<file path="config.mk">
export PLATFORM = sky130hd
export DESIGN_NAME = fault_status_reg
export DESIGN_NICKNAME = d
export VERILOG_FILES = /design/src/rtl/fsr_pkg.sv /design/src/rtl/fsr_evt_gate.sv /design/src/rtl/fsr_set_map.sv /design/src/rtl/fsr_sticky_cell.sv /design/src/rtl/fault_status_reg.sv
export SDC_FILE = /design/constraint.sdc
export NUM_CORES = 1
export LEC_CHECK = 0
export BUFFER_PORTS_ARGS = -buffer_cell sky130_fd_sc_hd__buf_4
export CAP_MARGIN = 0
export CORE_AREA = 2 2 39 41
export DETAILED_ROUTE_END_ITERATION = 7
export DIE_AREA = 0 0 41 43
export GPL_TIMING_DRIVEN = 0
export RECOVER_POWER = 100
export SLEW_MARGIN = 20
export SYNTH_ARGS = -nofsm -noshare
export SYNTH_HDL_FRONTEND = slang
export SYNTH_SLANG_ARGS = --single-unit
</file>
<file path="constraint.sdc">
create_clock -name clk -period 1.3 [get_ports clk]
set_input_delay 0.13 -clock clk [delete_from_list [all_inputs] [get_ports clk]]
set_output_delay 0.13 -clock clk [all_outputs]
set_load 0.05 [all_outputs]
</file>
<file path="src/rtl/fsr_pkg.sv">
package fsr_pkg;
  localparam int unsigned STAT_W = 8;
  localparam int unsigned EVT_N  = 6;

  // event / disable indices
  localparam int unsigned EV_PS_UV  = 0;
  localparam int unsigned EV_PS_OT  = 1;
  localparam int unsigned EV_COMM   = 2;
  localparam int unsigned EV_DRV_UV = 3;
  localparam int unsigned EV_PVIN   = 4;
  localparam int unsigned EV_CTL_OT = 5;

  // status bit positions
  localparam int unsigned SB_PS_UV  = 0;
  localparam int unsigned SB_PS_OT  = 1;
  localparam int unsigned SB_COMM   = 4;
  localparam int unsigned SB_PSTAGE = 5;
  localparam int unsigned SB_CTL_OT = 6;
  localparam int unsigned SB_DCM    = 7;

  // positions that hold a clearable register
  localparam logic [STAT_W-1:0] CLEARABLE_MASK = 8'b0111_0011;
endpackage

</file>
<file path="src/rtl/fsr_evt_gate.sv">
module fsr_evt_gate #(
  parameter int unsigned N = 6
) (
  input  logic [N-1:0] evt_i,
  input  logic [N-1:0] dis_i,
  output logic [N-1:0] gated_o
);
  for (genvar k = 0; k < N; k++) begin : g_gate
    assign gated_o[k] = evt_i[k] & ~dis_i[k];
  end
endmodule

</file>
<file path="src/rtl/fsr_set_map.sv">
module fsr_set_map
  import fsr_pkg::*;
(
  input  logic [EVT_N-1:0]  gated_i,
  output logic [STAT_W-1:0] set_o
);
  always_comb begin
    set_o            = '0;
    set_o[SB_CTL_OT] = gated_i[EV_CTL_OT];
    set_o[SB_PSTAGE] = gated_i[EV_DRV_UV] | gated_i[EV_PS_OT] | gated_i[EV_PVIN];
    set_o[SB_COMM]   = gated_i[EV_COMM];
    set_o[SB_PS_OT]  = gated_i[EV_PS_OT];
    set_o[SB_PS_UV]  = gated_i[EV_PS_UV];
  end
endmodule

</file>
<file path="src/rtl/fsr_sticky_cell.sv">
module fsr_sticky_cell (
  input  logic clk,
  input  logic rst_n,
  input  logic set_i,
  input  logic clr_i,
  output logic q_o
);
  logic q_d;
  logic q_en;

  always_comb begin
    q_en = set_i | clr_i;
    q_d  = set_i | (q_o & ~clr_i);
  end

  always_ff @(posedge clk or negedge rst_n) begin
    if (!rst_n) begin
      q_o <= 1'b0;
    end else if (q_en) begin
      q_o <= q_d;
    end
  end

  AST_SET_WINS: assert property (@(posedge clk) disable iff (!rst_n)
    set_i |=> q_o);
  AST_HOLD_IDLE: assert property (@(posedge clk) disable iff (!rst_n)
    (!set_i && !clr_i) |=> (q_o == $past(q_o)));
  AST_CLEAR_ONLY: assert property (@(posedge clk) disable iff (!rst_n)
    (clr_i && !set_i) |=> !q_o);
endmodule

</file>
<file path="src/rtl/fault_status_reg.sv">
module fault_status_reg
  import fsr_pkg::*;
(
  input  logic              clk,
  input  logic              rst_n,
  input  logic              wr_en,
  input  logic [STAT_W-1:0] wr_data,
  input  logic              clr_faults,
  input  logic              out_on,
  input  logic              dcm_live,
  input  logic              ctl_ot_evt,
  input  logic              drv_uv_evt,
  input  logic              ps_ot_evt,
  input  logic              pvin_uv_evt,
  input  logic              comm_err_evt,
  input  logic              ps_uv_lvl,
  input  logic [EVT_N-1:0]  evt_dis,
  output logic [STAT_W-1:0] rd_data,
  output logic              summary_o
);
  logic [EVT_N-1:0]  evt_raw;
  logic [EVT_N-1:0]  evt_gated;
  logic [STAT_W-1:0] set_vec;
  logic [STAT_W-1:0] clr_vec;
  logic [STAT_W-1:0] stat_q;
  logic              dcm_d;
  logic              dcm_q;
  logic              unused_wr_bits;

  always_comb begin
    evt_raw            = '0;
    evt_raw[EV_PS_UV]  = ps_uv_lvl;
    evt_raw[EV_PS_OT]  = ps_ot_evt;
    evt_raw[EV_COMM]   = comm_err_evt;
    evt_raw[EV_DRV_UV] = drv_uv_evt;
    evt_raw[EV_PVIN]   = pvin_uv_evt;
    evt_raw[EV_CTL_OT] = ctl_ot_evt;
  end

  fsr_evt_gate #(.N(EVT_N)) u_gate (
    .evt_i   (evt_raw),
    .dis_i   (evt_dis),
    .gated_o (evt_gated)
  );

  fsr_set_map u_map (
    .gated_i (evt_gated),
    .set_o   (set_vec)
  );

  always_comb begin
    clr_vec = {STAT_W{clr_faults | out_on}} | ({STAT_W{wr_en}} & wr_data);
  end

  assign unused_wr_bits = ^{wr_data[SB_DCM], wr_data[3:2]};

  for (genvar b = 0; b < STAT_W - 1; b++) begin : g_bit
    if (CLEARABLE_MASK[b]) begin : g_cell
      fsr_sticky_cell u_cell (
        .clk   (clk),
        .rst_n (rst_n),
        .set_i (set_vec[b]),
        .clr_i (clr_vec[b]),
        .q_o   (stat_q[b])
      );
    end else begin : g_zero
      assign stat_q[b] = 1'b0;
    end
  end

  // live light-load indication, one register stage
  always_comb begin
    dcm_d = dcm_live;
  end

  always_ff @(posedge clk or negedge rst_n) begin
    if (!rst_n) begin
      dcm_q <= 1'b0;
    end else begin
      dcm_q <= dcm_d;
    end
  end

  assign stat_q[SB_DCM] = dcm_q;
  assign rd_data        = stat_q;
  assign summary_o      = |stat_q[SB_CTL_OT:0];

  AST_DCM_TRACK: assert property (@(posedge clk) disable iff (!rst_n)
    rst_n |=> (rd_data[SB_DCM] == $past(dcm_live)));
  AST_SUM_NO_DCM: assert property (@(posedge clk) disable iff (!rst_n)
    summary_o |-> (rd_data[6:0] != 7'd0));
  AST_CTL_OT_SETS: assert property (@(posedge clk) disable iff (!rst_n)
    (ctl_ot_evt && !evt_dis[EV_CTL_OT]) |=> rd_data[SB_CTL_OT]);
  AST_PVIN_SETS: assert property (@(posedge clk) disable iff (!rst_n)
    (pvin_uv_evt && !evt_dis[EV_PVIN]) |=> rd_data[SB_PSTAGE]);
  AST_W1C_KEEP: assert property (@(posedge clk) disable iff (!rst_n)
    (rd_data[SB_COMM] && !(wr_en && wr_data[SB_COMM]) && !clr_faults && !out_on)
      |=> rd_data[SB_COMM]);
  AST_GLOBAL_CLR: assert property (@(posedge clk) disable iff (!rst_n)
    ((clr_faults || out_on) && (evt_gated == '0)) |=> (rd_data[6:0] == 7'd0));
  AST_DIS_BLOCK: assert property (@(posedge clk) disable iff (!rst_n)
    (evt_dis[EV_CTL_OT] && !rd_data[SB_CTL_OT]) |=> !rd_data[SB_CTL_OT]);
endmodule

</file>
==> flow_summary.json <==
{
  "drive_gt1_frac": 0.533,
  "cts_resized": 0,
  "antenna_found_initial": 0,
  "slew_violations": 0,
  "io_pins": 35,
  "worst_setup_path_start_kind": "register",
  "fin_tns_setup_ns": 0,
  "firstDrtPassIters": 2,
  "synth_area_leader_cell": "dfrtp_1",
  "gp_congestion": 0.774,
  "cts_tree": "done",
  "p_sw_uw": 183,
  "grt_util_met2": 0.147,
  "start_util": 0.243,
  "core_area_mm2": 0.00138,
  "ys_warn_count": 0,
  "cts.path.max_buffers": 2,
  "drc_errors": 0,
  "fin_worst_skew_ns": 0,
  "fin_cells": 91,
  "dr_total_vias": 375,
  "min_period_ns": 1.23,
  "yosysSeqAreaShare": 0.446,
  "timing.hold.ws_ns": 0.0567,
  "power_uw": 574,
  "crit_required_ns": 1.17,
  "worstPathCellList": "nor3_1 > nand2_1 > clkbuf_4",
  "power_density_mw_per_mm2": 954,
  "min_path_type": "input port to register",
  "crit_arrival_ns": 1.10,
  "routed_wl_um": 808,
  "final_nets": 103,
  "synth_top_area_frac": 0.446,
  "syn_avg_cell_area_um2": 8.41,
  "final_util": 0.435,
  "routedWlPerCell_um": 8.88,
  "synth_area_um2": 337,
  "status": "finished, final reports clean",
  "rsz0062_at_grt": "no",
  "crit_slowest_cell": "dfrtp_1",
  "max_stage_delay_ns": 0.39,
  "power_frac_clock": 0.304,
  "yosys.area_share.simple": 0.286,
  "rows": 14,
  "grt_pass1_vias": 306,
  "synth_area_leaders": "dfrtp_1, buf_4, nand2_1",
  "die_area_mm2": 0.00176,
  "synth_compound_area_frac": 0.0446,
  "critPathKind": "register to output port",
  "drtAntennaViolNets": 0,
  "via_per_inst": 4.12,
  "port_buffers": 29,
  "met3_usage": 0.0942,
  "setup_viol": 0,
  "synth_cells": 40,
  "path_clk_slew_ns": 0.05,
  "path_max_fanout": 3,
  "first_iter_violations": 1,
  "p_seq_frac": 0.366,
  "cts-root-buf": "clkbuf_4",
  "maxCapViolCount": 0,
  "dp_cells": 86,
  "p_leak_uw": 0.000331,
  "vdd_ir_drop_max_v": 0.000414,
  "finalHoldViolations": 0,
  "cts_sinks": 6,
  "cts_buffers": 3,
  "htreeDepth": 1,
  "worstRegToRegCells": 2,
  "p_int_uw": 391,
  "synth_xor_area_frac": 0,
  "synth_fa_ha_area_frac": 0,
  "area_growth_pct": 78.8,
  "fp.dieH_um": 43,
  "n_antenna_cell": 0,
  "max_freq_ghz": 0.812,
  "combPwrFrac": 0.329,
  "ys_types": 13,
  "switching_share": 0.319,
  "clk-insertion-delay-late_ns": 0.24,
  "grt_usage": 0.117,
  "grt_use_met1": 0.127,
  "fillCellCount": 151,
  "grt-busiest-layer": "met2",
  "endpoint_kind": "output port",
  "die_w_um": 41,
  "finalCritPeriodShare": 0.947,
  "synth_top_family_by_area": "simple AND/OR/NAND/NOR gates",
  "synth_mux_area_frac": 0,
  "hpwl_um": 669,
  "whs_path_depth": 2,
  "grt_max_degree": 7,
  "gr-total-overflow": 0,
  "grt_pass1_wl_um": 1240,
  "ys_seq_elements": 6
}
==> layer usage <==
layer | part of all wire | vias up | wire length [um]
li1 | - | 190 | -
met1 | 0.35 | 166 | 279
met2 | 0.54 | 17 | 440
met3 | 0.090 | 2 | 73
met4 | 0.017 | 0 | 14
met5 | 0 | - | 0
==> final timing paths <==
check | end | slack [ns] | startpoint
setup / recovery | summary_o | 0.07 | g_bit[0].g_cell.u_cell.q_o
hold / removal | g_bit[4].g_cell.u_cell.q_o | 0.06 | evt_dis[2]
setup reg to reg | g_bit[5].g_cell.u_cell.q_o | 0.62 | g_bit[5].g_cell.u_cell.q_o
hold reg to reg | g_bit[6].g_cell.u_cell.q_o | 0.52 | g_bit[6].g_cell.u_cell.q_o
max in group asynchronous | dcm_q | 0.76 | rst_n
min in group asynchronous | g_bit[1].g_cell.u_cell.q_o | 0.29 | rst_n
==> sequential cells by signal, indices dropped and copies added (netlist names) <==
| register | count |
|---|---|
| dcm_q | 1 |
| g_bit.g_cell.u_cell.q_o | 5 |
==> layout by cell type, fill, tap and decap left out <==
master / n
nor3_1: 1
nor2_1: 1
clkbuf_1: 1
buf_4: 28
clkbuf_4: 5
inv_1: 3
clkbuf_2: 6
nand2_1: 7
dlygate4sd3_1: 2
nor2_4: 1
nand3_1: 5
dfrtp_1: 6
o21ai_0: 3
nand2b_1: 3
conb_1: 2
nand4_1: 1
==> synth_stat cells (all sizes together) <==
master / count
nor2: 2
o21ai: 3
conb: 1
nand3: 5
dfrtp: 6
buf: 8
nand4: 1
nand2b: 3
nand2: 7
nor3: 1
inv: 3
==> power groups by stage <==
stage          Combinational (uW)  Sequential [uW]  Clock, uW
2_1_floorplan                 115              210          0
3_5_place_dp                  197              213          0
5_1_grt                       202              211        202
4_1_cts                       202              210        182
3_3_place_gp                  196              213          0
6_report                      189              210        175
==> stage by stage <==
stage	cell area (um^2)	setup slack, ns
2_1_floorplan	340	0.320
3_3_place_gp	578	0.340
3_5_place_dp	578	0.352
4_1_cts	621	0.0816
5_1_grt	602	0.0283
6_report	602	0.0684
==> final cells by class <==
| class | instances | area, um^2 | share of cell area |
|---|---|---|---|
| Clock buffer | 3 | 22.5 | 0.0374 |
| Inverter | 3 | 11.3 | 0.0187 |
| Sequential cell | 6 | 150 | 0.249 |
| Multi-Input combinational cell | 24 | 119 | 0.198 |
| Timing Repair Buffer | 31 | 219 | 0.364 |
| Buffer | 8 | 60.1 | 0.0998 |
| Tap cell | 16 | 20.0 | 0.0333 |
==> timing repair <==
item                                   CTS  global route
hold buffers                             2             0
endpoints found under the hold margin    7             0
setup buffers                            0             0
==> logic make-up after synthesis <==
kind of cell	after synthesis
AOI/OAI and AO/OA	3
buffers and inverters	11
DFF	6
other	1
and+or+nand+nor	19
==> critical path, delay by kind of cell, from the launching register on <==
kind,cells,cell delay (ns)
flops,1,0.39
simple gates,2,0.26
buf+inv,1,0.21
(Power assumes the default switching activity.)
